==> src/rtl/txs_pkg.sv <==
package txs_pkg;
  localparam int IRQ_W  = 4;
  localparam int CAUSE_W = 5;
  localparam int STAT_W = CAUSE_W + 1;

  // interrupt bit positions
  localparam int IB_ERR  = 0;
  localparam int IB_UND  = 1;
  localparam int IB_FIN  = 2;
  localparam int IB_DONE = 3;

  // cause flags, late collision in the least significant bit
  typedef struct packed {
    logic no_desc;
    logic underrun;
    logic exc_defer;
    logic exc_col;
    logic late;
  } tx_cause_t;

  function automatic logic frame_err(input tx_cause_t c);
    return c.late | c.exc_col | c.exc_defer;
  endfunction
endpackage

==> src/rtl/txs_frag_status.sv <==
module txs_frag_status
  import txs_pkg::*;
(
  input  logic              clk,
  input  logic              rst,
  input  logic              soft_rst,
  input  tx_cause_t         ev,
  input  logic              frag_done,
  output logic [STAT_W-1:0] word,
  output logic              valid
);
  tx_cause_t acc_q;
  tx_cause_t cur;

  assign cur = tx_cause_t'(acc_q | ev);

  always_ff @(posedge clk) begin
    if (rst || soft_rst) begin
      acc_q <= '0;
      valid <= 1'b0;
      word  <= '0;
    end else begin
      valid <= frag_done;
      if (frag_done) begin
        word  <= {frame_err(cur), cur};
        acc_q <= '0;
      end else begin
        acc_q <= cur;
      end
    end
  end
endmodule

==> src/rtl/txs_done_tracker.sv <==
module txs_done_tracker #(
  parameter int PEND_DEPTH = 4
) (
  input  logic clk,
  input  logic rst,
  input  logic soft_rst,
  input  logic push,
  input  logic push_bit,
  input  logic pop,
  output logic done_set
);
  localparam int PTR_W = (PEND_DEPTH > 1) ? $clog2(PEND_DEPTH) : 1;
  localparam int CNT_W = $clog2(PEND_DEPTH + 1);
  localparam logic [PTR_W-1:0] LAST_PTR = PTR_W'(PEND_DEPTH - 1);
  localparam logic [CNT_W-1:0] FULL_CNT = CNT_W'(PEND_DEPTH);

  logic             mem [PEND_DEPTH];
  logic [PTR_W-1:0] wr_ptr, rd_ptr;
  logic [CNT_W-1:0] cnt;
  logic             pop_ok, push_ok;

  function automatic logic [PTR_W-1:0] bump(input logic [PTR_W-1:0] p);
    return (p == LAST_PTR) ? '0 : p + 1'b1;
  endfunction

  assign pop_ok   = pop && (cnt != '0);
  assign push_ok  = push && ((cnt != FULL_CNT) || pop_ok);
  assign done_set = pop_ok && mem[rd_ptr];

  always_ff @(posedge clk) begin
    if (push_ok) mem[wr_ptr] <= push_bit;
  end

  always_ff @(posedge clk) begin
    if (rst || soft_rst) begin
      wr_ptr <= '0;
      rd_ptr <= '0;
      cnt    <= '0;
    end else begin
      if (push_ok) wr_ptr <= bump(wr_ptr);
      if (pop_ok)  rd_ptr <= bump(rd_ptr);
      case ({push_ok, pop_ok})
        2'b10:   cnt <= cnt + 1'b1;
        2'b01:   cnt <= cnt - 1'b1;
        default: cnt <= cnt;
      endcase
    end
  end
endmodule

==> src/rtl/txs_irq_bank.sv <==
module txs_irq_bank #(
  parameter int NBITS = 4
) (
  input  logic             clk,
  input  logic             rst,
  input  logic             soft_rst,
  input  logic [NBITS-1:0] set_vec,
  input  logic             clr_we,
  input  logic [NBITS-1:0] clr_data,
  input  logic             mask_we,
  input  logic [NBITS-1:0] mask_data,
  output logic [NBITS-1:0] status,
  output logic [NBITS-1:0] mask,
  output logic             irq
);
  logic [NBITS-1:0] st_nxt;
  logic [NBITS-1:0] mask_nxt;

  for (genvar i = 0; i < NBITS; i++) begin : g_bit
    always_comb begin
      if (soft_rst)                 st_nxt[i] = 1'b0;
      else if (set_vec[i])          st_nxt[i] = 1'b1;
      else if (clr_we && clr_data[i]) st_nxt[i] = 1'b0;
      else                          st_nxt[i] = status[i];
    end
  end

  assign mask_nxt = mask_we ? mask_data : mask;

  always_ff @(posedge clk) begin
    if (rst) begin
      status <= '0;
      mask   <= '0;
      irq    <= 1'b0;
    end else begin
      status <= st_nxt;
      mask   <= mask_nxt;
      irq    <= |(st_nxt & mask_nxt);
    end
  end
endmodule

==> src/rtl/txs_aggregator.sv <==
module txs_aggregator
  import txs_pkg::*;
#(
  parameter int PEND_DEPTH = 4
) (
  input  logic              clk,
  input  logic              rst,
  input  logic              soft_rst,
  input  logic              ev_late_col,
  input  logic              ev_exc_col,
  input  logic              ev_exc_defer,
  input  logic              ev_underrun,
  input  logic              ev_no_desc,
  input  logic              frag_done,
  input  logic              frag_irq_req,
  input  logic              stat_commit,
  input  logic              dq_empty,
  input  logic              mac_en,
  input  logic              clr_we,
  input  logic [IRQ_W-1:0]  clr_data,
  input  logic              mask_we,
  input  logic [IRQ_W-1:0]  mask_data,
  output logic [STAT_W-1:0] stat_word,
  output logic              stat_valid,
  output logic [IRQ_W-1:0]  irq_status,
  output logic [IRQ_W-1:0]  irq_mask,
  output logic              irq
);
  tx_cause_t        ev;
  logic             done_set;
  logic             fin_cond, fin_prev;
  logic [IRQ_W-1:0] set_vec;

  assign ev.late      = ev_late_col;
  assign ev.exc_col   = ev_exc_col;
  assign ev.exc_defer = ev_exc_defer;
  assign ev.underrun  = ev_underrun;
  assign ev.no_desc   = ev_no_desc;

  txs_frag_status u_stat (
    .clk       (clk),
    .rst       (rst),
    .soft_rst  (soft_rst),
    .ev        (ev),
    .frag_done (frag_done),
    .word      (stat_word),
    .valid     (stat_valid)
  );

  txs_done_tracker #(.PEND_DEPTH(PEND_DEPTH)) u_done (
    .clk      (clk),
    .rst      (rst),
    .soft_rst (soft_rst),
    .push     (frag_done),
    .push_bit (frag_irq_req),
    .pop      (stat_commit),
    .done_set (done_set)
  );

  assign fin_cond = dq_empty && mac_en;

  always_ff @(posedge clk) begin
    if (rst || soft_rst) fin_prev <= 1'b0;
    else                 fin_prev <= fin_cond;
  end

  always_comb begin
    set_vec          = '0;
    set_vec[IB_ERR]  = frame_err(ev) | ev.no_desc;
    set_vec[IB_UND]  = ev.underrun;
    set_vec[IB_FIN]  = fin_cond && !fin_prev;
    set_vec[IB_DONE] = done_set;
  end

  txs_irq_bank #(.NBITS(IRQ_W)) u_irq (
    .clk       (clk),
    .rst       (rst),
    .soft_rst  (soft_rst),
    .set_vec   (set_vec),
    .clr_we    (clr_we),
    .clr_data  (clr_data),
    .mask_we   (mask_we),
    .mask_data (mask_data),
    .status    (irq_status),
    .mask      (irq_mask),
    .irq       (irq)
  );
endmodule

==> config.mk <==
export PLATFORM = sky130hd
export DESIGN_NAME = txs_aggregator
export DESIGN_NICKNAME = d
export VERILOG_FILES = /design/src/rtl/txs_pkg.sv /design/src/rtl/txs_frag_status.sv /design/src/rtl/txs_done_tracker.sv /design/src/rtl/txs_irq_bank.sv /design/src/rtl/txs_aggregator.sv
export SDC_FILE = /design/constraint.sdc
export NUM_CORES = 1
export LEC_CHECK = 0
export CAP_MARGIN = 10
export CORE_MARGIN = 2
export CORE_UTILIZATION = 50
export CTS_CLUSTER_DIAMETER = 100
export DETAILED_ROUTE_END_ITERATION = 7
export DONT_BUFFER_PORTS = 1
export SETUP_SLACK_MARGIN = 0.2
export SYNTH_ARGS = -nofsm -noshare
export SYNTH_HDL_FRONTEND = slang
export SYNTH_SLANG_ARGS = --single-unit
==> constraint.sdc <==
create_clock -name clk -period 5.22 [get_ports clk]
set_clock_uncertainty 0.1 [all_clocks]
set_input_delay 1.044 -clock clk [delete_from_list [all_inputs] [get_ports clk]]
set_output_delay 1.044 -clock clk [all_outputs]
set_load 0.01 [all_outputs]
* After elaboration in Yosys (flattened, before gate mapping) *
Memories as Yosys holds them, arrays and structs flattened. A register that Yosys moved wholly into a read port is not among the register bits.
Cells that the tools add are included.

word-level totals
  register bits after elaboration = 29
  memory bits (writable) = 4
  bits of input ports = 23
  output and inout port bits = 16
  logic and storage cells = 67
  memories kept = 1

operators by class
  $add $sub $neg = 4
  equality and inequality tests = 5
  mux-type cells = 20
  bitwise logic cells = 7
  reductions and logical operators = 16

memory list
  memory      depth  width  rd ports  clocked after memory_dff  write ports  line                    text
  u_done.mem  4      1      1         1                         1            txs_done_tracker.sv:17  logic mem [PEND_DEPTH];

operator list
  kind                 number
  $mux 1               14
  $logic_and 1x1->1    9
  $mux 2               4
  $eq 2x2->1 const B   3
  $pmux 3 s2           1
  $or 1x1->1           5
  $or 5x5->5           1
  $add 2x1->2 const B  2
  $and 4x4->4          1
  $mux 4               1
  $reduce_or 4->1      1
  $add 3x1->3 const B  1
  $ne 3x3->1 const B   1
  $reduce_bool 3->1    1
  $sub 3x1->3 const B  1
  $eq 2x1->1 const B   1
  $logic_or 1x1->1     2
  $reduce_bool 2->1    1
  $reduce_or 2->1      1
  $logic_not 1->1      1

* Logic depth before layout (Yosys ltp) *
Gate-level depths: netlist of run 1.

  depth in word-level cells = 7
  gate-level depth with buffers = 9
  mapped depth without buffers = 9

* Hierarchy *
Synthesis of run 1 repeated with hierarchy kept, for this count alone.

unflattened totals
  cells, all modules = 143
  area total of the unflattened synthesis = 1536.5 µm²

by module, submodules not included
  module            times used  cells each  area an instance (µm²)  seq. area each (µm²)
  txs_done_tracker  1           62          693.2                   300.3
  txs_frag_status   1           42          447.9                   240.2
  txs_irq_bank      1           35          349.1                   180.2
  txs_aggregator    1           4           46.3                    20.0

* Worst setup path before layout of run 1 *
Ideal clock, no wire load.

  path type = in2reg
  start point = input stat_commit
  end point = register u_done.cnt[2]
  library setup time = 71 ps
  data arrival time = 2659 ps
  required time = 5049 ps
  setup slack = 2390 ps
  stages = 8
  path buffers = 0
  cells stage by stage = o41a_1 -> inv_1 -> ha_1 -> inv_1 -> fa_1 -> xor2_1 -> or3_1 -> a21oi_1

between the ends
  word-level cells in the longest chain between the ends = 5
  elaborated cells on any way between the ends = 7
  classes of those cells = eq/ne: 2; mux: 1; reduce/logical: 4

RTL lines
  item                                             line                    text
  start: declaration                               txs_aggregator.sv:16    input logic stat_commit,
  $logic_and 1x1->1 (*)                            txs_done_tracker.sv:26  assign pop_ok = pop && (cnt != '0);
  $logic_or 1x1->1                                 txs_done_tracker.sv:27  assign push_ok = push && ((cnt != FULL_CNT) || pop_ok);
  $logic_and 1x1->1                                txs_done_tracker.sv:27
  $eq 2x1->1 or $eq 2x2->1 (tied branches)         txs_done_tracker.sv:42  case ({push_ok, pop_ok})
  $pmux 3 s2 or $reduce_bool 2->1 (tied branches)  n/a
  end signal: assignment                           txs_done_tracker.sv:43  2'b10: cnt <= cnt + 1'b1;
  end signal: assignment                           txs_done_tracker.sv:44  2'b01: cnt <= cnt - 1'b1;
  end signal: assignment                           txs_done_tracker.sv:45  default: cnt <= cnt;
  end: declaration                                 txs_done_tracker.sv:19  logic [CNT_W-1:0] cnt;

Every way passes the cells marked *; elsewhere a longest branch is shown, timed or not.
A chain may end at the register's enable or synchronous reset.

* Worst setup path after layout of run 1 *
Same ends and word-level chain as after synthesis.

==> impl_summary.log, run 1 <==
INFO  metric outcome = finished, final reports clean
INFO  metric setup_total_negative_slack = 0 ns
INFO  metric grt_setup_unrepaired = no
INFO  metric drt_first_pass_iters = 4
INFO  metric cts_sinks = 35
INFO  metric min_path_type = flop to flop
INFO  metric layout_min_cycle_time = 2.58 ns
INFO  metric wl_met2 = 1.07 mm
INFO  metric routed-wl-met3 = 211 um
INFO  metric first_iter_violations = 11
INFO  metric fill_cells = 240
INFO  metric wire_per_inst = 14.0 um
INFO  metric routed.top_layer = met4
INFO  metric cts_buffer_depth = 2
INFO  metric synth-main-ff-cell = dfxtp_1
INFO  metric yosysUniqueCellTypes = 30
INFO  metric tightestPinTransition = 0.457 ns
INFO  metric setup_violations = 0
INFO  metric count_leader_synth = dfxtp_1
INFO  metric grt_pass1_wl = 3.80 mm
INFO  metric first_global_vias = 900
INFO  metric clock.fmax = 0.387 GHz
INFO  metric layout.nets = 164
INFO  metric finalWirelength = 2.31 mm
INFO  metric reg2regPathDepth = 9
INFO  metric via_per_inst = 5.46
INFO  metric grt_max_degree = 20
INFO  metric routedLengthMet1 = 973 um
INFO  metric dr_total_vias = 901
INFO  metric asyncSetResetFlopFracSynth = 0
INFO  metric synth_largest_area_cell = dfxtp_1
INFO  metric r2r_setup_slk = 2.80 ns
INFO  metric vdd.ir_drop.worst = 0.256 mV
INFO  metric post_cts.repair.setup_buffers = 0
INFO  metric max-slew-margin-rel = 0.693
INFO  metric synthTopCellsByArea = dfxtp_1 46%, edfxtp_1 8.8%, nor2_1 8.3%
INFO  metric chipHeight = 56.1 um
INFO  metric initial_core_util = 0.539
INFO  metric worst_setup_ep_type = flop
INFO  metric final_critical_path_share_of_the_clock_period = 0.495
INFO  metric io_buffer_count = 0
INFO  metric floorplan.die_area = 0.00315 mm2
INFO  metric clock_latency_on_the_worst_skew_pair = 0.34 ns
INFO  metric hold_depth = 2
INFO  metric finalHoldViolCount = 0
INFO  metric cts-buffers-inserted = 5
INFO  metric seq_total_area_yosys = 0.545
INFO  metric timing.hold.worst.start = u_stat.acc_q[3]
INFO  metric cap_violations = 0
INFO  metric worstSetupStartpointType = input pin
INFO  metric crit_required = 5.40 ns
INFO  metric post_synth.cell_area_avg = 10.5 um2
INFO  metric p_leak = 0.576 nW
INFO  metric synthesis.nets = 160
INFO  metric die_width = 56.1 um
INFO  metric cp_data_arrival_time = 2.76 ns
INFO  metric cell_row_count = 18
INFO  metric crit-reg2reg-capture = u_done.cnt[2]
INFO  metric antenna_cells_inserted = 0
INFO  metric grt_overflow_total = 0
INFO  metric cts_hold_buf = 0
INFO  metric globalRouteTotalUtil = 0.163
INFO  metric cp_max_fo = 7
INFO  metric mappedNetlistArea = 0.00136 mm2
INFO  metric ys_top_cells_by_count = 31 x dfxtp_1, 30 x nor2_1, 7 x inv_1, 6 x ha_1, 6 x mux2i_1
INFO  metric placement.setup.worst_slack = 2.27 ns
INFO  metric number_of_slew_limit_violations_in_the_final_report = 0
INFO  metric place.detailed.hpwl = 1.72 mm
INFO  metric cts-root-buf = clkbuf_4
INFO  metric min_delay_worst_endpoint = u_stat.acc_q[3]
INFO  metric p_per_area = 357 mW/mm2
INFO  metric antenna_violating_nets_post_route = 0
INFO  metric core_box_area = 0.00252 mm2
INFO  metric cts-resized-gates = 0
INFO  metric post-route-drc-count = 0
INFO  metric final_layout_size_suffix_gt1_frac = 0.111
INFO  metric synthToLayoutAreaGrowth = 8.01%
INFO  metric rr_startpoint = u_done.cnt[2]
INFO  metric worst_setup_path_startpoint = stat_commit
INFO  metric place.gp.congestion = 0.787
INFO  metric synthDominantCellAreaShare = 0.457
INFO  metric yosys_register_bits = 35
INFO  metric synth_edf_count = 4
INFO  metric synth_warnings = 0
INFO  metric cts_tree = yes
INFO  metric crit_type = input pin to flop
INFO  metric finalWorstSetupSlack = 2.64 ns
INFO  metric design.portCount = 39
INFO  metric worst_setup_hold_path_clk_slew = 0.10 ns
INFO  metric htree_levels = 2
INFO  metric netlist_instances = 130
INFO  metric antenna_found_initial = 0
-- critical path, cell delays in order --
cell and delay, ns:
o41a_1 0.41, inv_1 0.09, ha_1 0.18, inv_1 0.06, fa_1 0.37, xor2_1 0.16, or3_1 0.30, a21oi_1 0.14
-- cells in the final DEF (no fill, tap or decap), drive strengths merged --
cell,n
a211oi,5
a21bo,2
a21oi,5
a22o,1
a22oi,1
and2,5
and3,1
bufinv,1
clkbuf,6
clkinv,1
dfxtp,31
edfxtp,4
fa,1
ha,6
inv,7
mux2,2
mux2i,6
mux4,1
nand2,2
nand3b,1
nand4,1
nor2,30
nor2b,2
nor3,2
nor4,1
o21ai,2
o31a,1
o41a,1
or2,1
or3,3
xor2,2
-- cell families after synthesis --
| group | Yosys count | share of synthesized area |
|---|---|---|
| compound gates | 18 | 0.0985 |
| buf+inv | 10 | 0.0304 |
| fa+ha+maj | 7 | 0.0700 |
| mux | 9 | 0.0773 |
| xor+xnor | 2 | 0.0129 |
| flops | 35 | 0.545 |
| simple gates | 49 | 0.166 |
-- where the power goes --
part | internal [mW] | switching [mW]
registers | 0.282 | 0.00867
clock network | 0.113 | 0.0883
logic | 0.0149 | 0.0167
total | 0.410 | 0.114
-- metal layers --
| metal | vias up | global-route usage |
|---|---|---|
| met3 | 5 | 0.0698 |
| li1 | 448 | - |
| met2 | 37 | 0.267 |
| met5 | - | 0 |
| met4 | 0 | 0.0918 |
| met1 | 411 | 0.176 |
-- state kept, by name, summed over array words and instances (netlist names), named ones only --
register and cells:
u_stat.valid 1, u_done.wr_ptr 2, u_stat.acc_q 5, u_done.mem 4, u_done.rd_ptr 2, u_irq.irq 1, fin_prev 1, u_stat.word 6
u_irq.status 4, u_irq.mask 4, u_done.cnt 3
-- metrics by stage --
step	std cells	util	hold WS (ns)	area, um2	total power [mW]
2_1_floorplan	130	-	0.337	1360	0.323
3_3_place_gp	157	0.548	0.351	1380	0.327
3_5_place_dp	157	0.548	0.373	1380	0.328
4_1_cts	165	0.582	0.395	1470	0.533
5_1_grt	165	0.582	0.426	1470	0.549
6_report	165	0.582	0.384	1470	0.524
-- how the worst max path moves through the flow --
stage / endpoint / slack (ns) / cells past startpoint
finish: u_done.cnt[2] / 2.64 / 8
global route: u_done.cnt[2] / 2.56 / 8
CTS: u_done.cnt[2] / 2.66 / 8
detailed placement: u_done.cnt[2] / 2.27 / 8
global placement: u_done.cnt[2] / 2.35 / 8
floorplan: u_done.cnt[2] / 2.39 / 8
-- cell type report --
type	instances	area, um2	area share
clock buffer	6	51.3	0.0350
tap	30	37.5	0.0256
clock inverter	2	35.0	0.0239
multi-input combinational	85	577	0.393
inverter	7	26.3	0.0179
sequential	35	741	0.505
(Power assumes the default switching activity.)
==> inputs of run 2 (changes only) <==
Settings changed: PLACE_DENSITY set to 0.68.
Clock period 5.22 ns to 2.23 ns, I/O delays scaled along.
==> run 2 against run 1 <==
Against the previous run: register-to-register slack got worse by 2.7 ns; wire length is 3.7% higher; design area is 0.77% higher; core utilization rose by 0.45 points.
==> impl_summary.log, run 2 (synthesized netlist as in run 1, its figures left out) <==
INFO  metric p_per_area = 734 mW/mm2 (was 357 mW/mm2)
INFO  metric globalRouteTotalUtil = 0.167 (was 0.163)
INFO  metric holdWs = 0.0775 ns (was 0.384 ns)
INFO  metric wire_per_inst = 14.1 um (was 14.0 um)
INFO  metric floorplan.die_area = 0.00315 mm2 (unchanged)
INFO  metric clock_latency_on_the_worst_skew_pair = 0.34 ns (about the same)
INFO  metric cp_max_fo = 2 (was 7)
INFO  metric place.detailed.hpwl = 1.75 mm (was 1.72 mm)
INFO  metric worst_setup_ep_type = flop (unchanged)
INFO  metric cap_violations = 0 (unchanged)
INFO  metric chipHeight = 56.1 um (unchanged)
INFO  metric cts_hold_buf = 0 (unchanged)
INFO  metric core_box_area = 0.00252 mm2 (unchanged)
INFO  metric layout.nets = 169 (was 164)
INFO  metric dr_total_vias = 932 (was 901)
INFO  metric place_inst = 160 (was 157)
INFO  metric regArea = 743 um2 (was 741 um2)
INFO  metric clock.fmax = 0.463 GHz
INFO  metric grt_setup_unrepaired = yes (was no)
INFO  metric cts-root-buf = clkbuf_4 (unchanged)
INFO  metric crit_type = flop to flop (was input pin to flop)
INFO  metric die_width = 56.1 um (unchanged)
INFO  metric footprint_of_the_multi_input_gates = 584 um2 (was 577 um2)
INFO  metric cts_sinks = 35 (unchanged)
INFO  metric drt_first_pass_iters = 4 (unchanged)
INFO  metric timing.hold.worst.start = rst (was u_stat.acc_q[3])
INFO  metric cts_tree = yes (unchanged)
INFO  metric io_buffer_count = 0 (unchanged)
INFO  metric setup_total_negative_slack = 0 ns (unchanged)
INFO  metric initial_core_util = 0.539 (unchanged)
INFO  metric max-slew-margin-rel = 0.741 (was 0.693)
INFO  metric postPlaceCellArea = 0.00140 mm2 (was 0.00138 mm2)
INFO  metric outcome = finished, final reports clean (unchanged)
INFO  metric crit_required = 2.40 ns (was 5.40 ns)
INFO  metric first_iter_violations = 24 (was 11)
INFO  metric cell_row_count = 18 (unchanged)
INFO  metric fill_cells = 219 (was 240)
INFO  metric worst_setup_path_startpoint = u_done.cnt[0] (was stat_commit)
INFO  metric min_path_type = input pin to flop (was flop to flop)
INFO  metric antenna_cells_inserted = 0 (unchanged)
INFO  metric rr_startpoint = u_done.cnt[0] (was u_done.cnt[2])
INFO  metric number_of_slew_limit_violations_in_the_final_report = 0 (unchanged)
INFO  metric final_critical_path_share_of_the_clock_period = 0.968
INFO  metric first_global_vias = 990 (was 900)
INFO  metric cts-buffers-inserted = 5 (unchanged)
INFO  metric finalWirelength = 2.40 mm (was 2.31 mm)
INFO  metric finalHoldViolCount = 0 (unchanged)
INFO  metric final_layout_size_suffix_gt1_frac = 0.171 (was 0.111)
INFO  metric layout_common_cells = 29 x nor2_1, 29 x dfxtp_1, 6 x inv_1, 6 x mux2i_1 (was 31 x dfxtp_1, 30 x nor2_1, 7 x inv_1)
INFO  metric postLayoutCoreUtil = 0.586 (was 0.582)
INFO  metric worst_setup_hold_path_clk_slew = 0.10 ns (about the same)
INFO  metric final-instance-count-excl-fill = 170 (was 165)
INFO  metric design.portCount = 39 (unchanged)
INFO  metric cp_data_arrival_time = 2.33 ns (was 2.76 ns)
INFO  metric post-route-drc-count = 0 (unchanged)
INFO  metric via_per_inst = 5.48 (was 5.46)
INFO  metric p_leak = 0.583 nW (was 0.576 nW)
INFO  metric grt_pass1_wl = 3.97 mm (was 3.80 mm)
INFO  metric grt_max_degree = 20 (unchanged)
INFO  metric largest_registers = u_stat.word (6), u_stat.acc_q (5) (unchanged)
INFO  metric top_register = u_stat.word (unchanged)
INFO  metric setup_violations = 0 (unchanged)
INFO  metric antenna_violating_nets_post_route = 0 (unchanged)
INFO  metric grt_overflow_total = 0 (unchanged)
INFO  metric finalWorstSetupSlack = 0.0707 ns (was 2.64 ns)
INFO  metric antenna_found_initial = 0 (unchanged)
INFO  metric place.gp.congestion = 0.760 (was 0.787)
INFO  metric layout_min_cycle_time = 2.16 ns
INFO  metric placement.setup.worst_slack = -0.0778 ns (was 2.27 ns)
INFO  metric final_cell_area = 0.00148 mm2 (was 0.00147 mm2)
INFO  metric total_power = 1.09 mW (was 524 uW)
INFO  metric htree_levels = 2 (unchanged)
INFO  metric tightestPinTransition = 0.384 ns (was 0.457 ns)
INFO  metric vdd.ir_drop.worst = 0.513 mV (was 0.256 mV)
INFO  metric synthToLayoutAreaGrowth = 8.84% (was 8.01%)
INFO  metric worstSetupStartpointType = flop (was input pin)
INFO  metric cts_buffer_depth = 2 (unchanged)
INFO  metric max_reg_flops = 6 (unchanged)
run 2: cell types whose count changed in the layout (fill, tap and decap cells not counted), moves of 2 or more:
cell,change
dfxtp_2,+2
clkbuf_1,+2
dfxtp_1,-2
buf_4,+5
run 2: metal layers:
metal / vias to the layer above / part of all wire / wire (um) / global-route usage
met5: - / 0 / 0 / 0
met4: 0 / 0.030 / 71 / 0.122
met3: 9 / 0.079 / 189 / 0.0535
met2: 40 / 0.49 / 1160 / 0.292
met1: 422 / 0.41 / 972 / 0.163
li1: 461 / - / - / -
run 2: layout make-up:
cell class | count | share of cell area
Multi-Input combinational cell | 85 | 0.395
Inverter | 7 | 0.0178
Tap cell | 30 | 0.0254
Clock buffer | 7 | 0.0305
Timing Repair Buffer | 5 | 0.0254
Sequential cell | 35 | 0.503
Clock inverter | 1 | 0.00338
run 2: worst paths after layout:
path | cells past startpoint | end | slack (ns)
worst max-delay path | 8 | u_done.cnt[2] | 0.07
worst min-delay path | 1 | u_irq.mask[2] | 0.08
worst max register to register | 8 | u_done.cnt[2] | 0.07
worst min register to register | 2 | u_stat.acc_q[4] | 0.38
run 2: power by group:
group / total, mW / leakage [nW] / internal (mW) / switching [mW]
Clock: 0.321 / 0.0293 / 0.123 / 0.198
Sequential: 0.679 / 0.291 / 0.660 / 0.0191
Combinational: 0.0858 / 0.263 / 0.0416 / 0.0441
run 2: timing repair:
item,CTS,global route
gates resized for setup,4,2
pin swaps,2,0
setup buffers,2,0
endpoints found under the setup margin,2,2
run 2: critical path, stage by stage (launching register included):
cell	delay, ns
dfxtp_2	0.33
o41a_1	0.43
inv_1	0.08
ha_2	0.19
inv_2	0.04
fa_2	0.33
xor2_1	0.16
or3_1	0.31
a21oi_1	0.12
==> inputs of run 3 (changes only) <==
Settings changed: CTS_CLUSTER_SIZE set to 28, SYNTH_HIERARCHICAL set to 1.
==> run 3 against run 2 <==
Against the previous run: core utilization shrank 4.3 points; sequential power hardly changed; die area up 12%; sequential share of layout area down 4.3 points; critical path type unchanged.
==> impl_summary.log, run 3 <==
INFO  metric total_power = 1.11 mW (was 1.09 mW)
INFO  metric design.portCount = 39 (unchanged)
INFO  metric cts_tree = yes (unchanged)
INFO  metric min_path_type = input pin to flop (unchanged)
INFO  metric synth_warnings = 6 (was 0)
INFO  metric io_buffer_count = 0 (unchanged)
INFO  metric cap_violations = 0 (unchanged)
INFO  metric finalWirelength = 2.59 mm (was 2.40 mm)
INFO  metric core_box_area = 0.00298 mm2 (was 0.00252 mm2)
INFO  metric r2r_setup_slk = 0.28 ns (was 0.07 ns)
INFO  metric synth-main-ff-cell = dfxtp_1 (unchanged)
INFO  metric cp_max_fo = 4 (was 2)
INFO  metric wire_per_inst = 14.4 um (was 14.1 um)
INFO  metric reg2regPathDepth = 6 (was 8)
INFO  metric mappedNetlistArea = 0.00154 mm2 (was 0.00136 mm2)
INFO  metric largest_registers = u_stat/word (6), u_stat/acc_q (5) (was u_stat.word (6), u_stat.acc_q (5))
INFO  metric layout_common_cells = 29 x dfxtp_1, 28 x nor2_1, 6 x inv_1, 6 x mux2i_1 (was 29 x nor2_1, 29 x dfxtp_1, 6 x inv_1, 6 x mux2i_1)
INFO  metric chipHeight = 59.4 um (was 56.1 um)
INFO  metric worst_setup_ep_type = flop (unchanged)
INFO  metric timing.critical_path.to = u_done/cnt[1] (was u_done.cnt[2])
INFO  metric synthTopCellsByArea = dfxtp_1 40%, edfxtp_1 7.8%, nor2_1 6.8% (was dfxtp_1 46%, edfxtp_1 8.8%, nor2_1 8.3%)
INFO  metric antenna_found_initial = 0 (unchanged)
INFO  metric max-slew-margin-rel = 0.745 (was 0.741)
INFO  metric antenna_cells_inserted = 0 (unchanged)
INFO  metric final_cell_area = 0.00162 mm2 (was 0.00148 mm2)
INFO  metric clock_latency_on_the_worst_skew_pair = 0.34 ns (about the same)
INFO  metric dr_total_vias = 1020 (was 932)
INFO  metric via_per_inst = 5.67 (was 5.48)
INFO  metric post-route-drc-count = 0 (unchanged)
INFO  metric initial_core_util = 0.516 (was 0.539)
INFO  metric count_leader_synth = dfxtp_1 (unchanged)
INFO  metric globalRouteTotalUtil = 0.163 (was 0.167)
INFO  metric layout.cells.most_common = dfxtp_1
INFO  metric cts-buffers-inserted = 5 (unchanged)
INFO  metric cell_row_count = 20 (was 18)
INFO  metric grt_max_degree = 23 (was 20)
INFO  metric crit_type = flop to flop (unchanged)
INFO  metric postPlaceCellArea = 0.00155 mm2 (was 0.00140 mm2)
INFO  metric layout_min_cycle_time = 1.95 ns (was 2.16 ns)
INFO  metric setup_violations = 0 (unchanged)
INFO  metric cts-root-buf = clkbuf_4 (unchanged)
INFO  metric post_synth.cell_area_avg = 10.7 um2 (was 10.5 um2)
INFO  metric rr_startpoint = u_done/cnt[1] (was u_done.cnt[0])
INFO  metric yosys_register_bits = 35 (unchanged)
INFO  metric p_per_area = 685 mW/mm2 (was 734 mW/mm2)
INFO  metric cts_sinks = 35 (unchanged)
INFO  metric cp_data_arrival_time = 2.09 ns (was 2.33 ns)
INFO  metric worstSetupStartpointType = flop (unchanged)
INFO  metric clock.fmax = 0.513 GHz (was 0.463 GHz)
INFO  metric crit-reg2reg-capture = u_done/cnt[1] (was u_done.cnt[2])
INFO  metric vdd.ir_drop.worst = 0.324 mV (was 0.513 mV)
INFO  metric floorplan.die_area = 0.00353 mm2 (was 0.00315 mm2)
INFO  metric place.detailed.hpwl = 1.98 mm (was 1.75 mm)
INFO  metric synthToLayoutAreaGrowth = 5.21% (was 8.84%)
INFO  metric final_critical_path_share_of_the_clock_period = 0.874 (was 0.968)
INFO  metric setup_total_negative_slack = 0 ns (unchanged)
INFO  metric yosysUniqueCellTypes = 45 (was 30)
INFO  metric worst_setup_hold_path_clk_slew = 0.11 ns (was 0.10 ns)
INFO  metric grt_overflow_total = 0 (unchanged)
INFO  metric p_leak = 0.616 nW (was 0.583 nW)
INFO  metric place.gp.congestion = 0.810 (was 0.760)
INFO  metric crit_required = 2.37 ns (was 2.40 ns)
INFO  metric top_register = u_stat/word (was u_stat.word)
INFO  metric die_width = 59.4 um (was 56.1 um)
INFO  metric synth_largest_area_cell = dfxtp_1 (unchanged)
INFO  metric final_layout_size_suffix_gt1_frac = 0.224 (was 0.171)
INFO  metric htree_levels = 2 (unchanged)
INFO  metric outcome = finished, final reports clean (unchanged)
INFO  metric asyncSetResetFlopFracSynth = 0 (unchanged)
INFO  metric synth_edf_count = 4 (unchanged)
INFO  metric netlist_instances = 143 (was 130)
INFO  metric layout.nets = 176 (was 169)
INFO  metric synthesis.nets = 172 (was 160)
INFO  metric ys_top_cells_by_count = 31 x dfxtp_1, 28 x nor2_1, 6 x inv_1, 6 x mux2i_1 (was 31 x dfxtp_1, 30 x nor2_1, 7 x inv_1, 6 x ha_1, 6 x mux2i_1)
INFO  metric worst_setup_path_startpoint = u_done/cnt[1] (was u_done.cnt[0])
INFO  metric antenna_violating_nets_post_route = 0 (unchanged)
INFO  metric grt_setup_unrepaired = no (was yes)
INFO  metric finalHoldViolCount = 0 (unchanged)
INFO  metric cts_buffer_depth = 2 (unchanged)
INFO  metric max_reg_flops = 6 (unchanged)
INFO  metric tightestPinTransition = 0.383 ns (was 0.384 ns)
INFO  metric synthDominantCellAreaShare = 0.404 (was 0.457)
INFO  metric first_iter_violations = 29 (was 24)
INFO  metric seq_total_area_yosys = 0.482 (was 0.545)
INFO  metric number_of_slew_limit_violations_in_the_final_report = 0 (unchanged)
INFO  metric grt_pass1_wl = 4.19 mm (was 3.97 mm)
INFO  metric first_global_vias = 1031 (was 990)
INFO  metric drt_first_pass_iters = 4 (unchanged)
==> run 3: cell types whose count changed after synthesis, sizes merged, moves of 2 or more <==
| cell | change |
|---|---|
| a21boi | +4 |
| a21oi | -4 |
| or2 | +4 |
| nor2 | +3 |
| o21bai | +3 |
| a21bo | -2 |
| buf | +2 |
| nand2 | -2 |
| nand3 | +2 |
| nor3 | +2 |
| nor3b | +2 |
| or3 | -2 |
==> run 3: final cells by class <==
class	count	area (um2)
Fill cell	278	1360
Multi-Input combinational cell	98	746
Sequential cell	35	743
Clock buffer	6	51.3
Tap cell	33	41.3
Inverter	6	22.5
Timing Repair Buffer	1	7.51
Clock inverter	1	5.00
==> run 3: per-layer routing <==
metal	wire [um]	global-route usage	vias up
met2	1230	0.276	42
met4	38	0.0682	0
met1	1110	0.181	470
li1	-	-	503
met5	0	0	-
met3	213	0.0633	5
==> run 3: repair_timing <==
action,CTS,global route
resized for setup,1,1
buffers inserted,0,1
pin swaps,1,1
hold buffers,0,0
endpoints found under the setup margin,1,2
==> run 3: critical path, cell delays in order (launching register included) <==
cell       delay, ns
dfxtp_1         0.46
o31ai_4         0.11
or2_2           0.29
fa_1            0.47
inv_1           0.09
o2111ai_1       0.11
a221oi_1        0.24
==> run 3: how the worst min path moves through the flow <==
stage                          from         endpoint  slack (ns)  depth (start not counted)
floorplan           u_stat/acc_q[3]  u_stat/acc_q[3]        0.35                          2
global placement    u_stat/acc_q[3]  u_stat/acc_q[3]        0.37                          2
detailed placement  u_stat/acc_q[3]  u_stat/acc_q[3]        0.38                          2
CTS                             rst    u_irq/mask[2]        0.04                          1
global route                    rst    u_irq/mask[2]        0.03                          1
finish                          rst    u_irq/mask[2]        0.06                          1
==> run 3: logic make-up after synthesis <==
logic type	synth area share
buffers and inverters	0.0326
AO/OA/AOI/OAI	0.131
adder cells (fa/ha/maj)	0.0537
XOR/XNOR	0.0114
multiplexers	0.0611
flip-flops	0.482
AND/OR/NAND/NOR	0.228
==> run 3: metrics by stage <==
step | hold WS [ns] | utilization | instances | worst slack, ns
after floorplan | 0.354 | - | 143 | 0.324
after global placement | 0.369 | 0.521 | 172 | 0.307
after detailed placement | 0.378 | 0.521 | 172 | 0.185
after CTS | 0.0427 | 0.540 | 179 | 0.200
after global routing | 0.0302 | 0.543 | 180 | 0.201
final | 0.0609 | 0.543 | 180 | 0.281
==> run 3: report_power, final <==
| part | switching (mW) | total [mW] | internal [mW] |
|---|---|---|---|
| Sequential | 0.0210 | 0.680 | 0.659 |
| Clock | 0.199 | 0.345 | 0.146 |
| Combinational | 0.0430 | 0.0838 | 0.0408 |
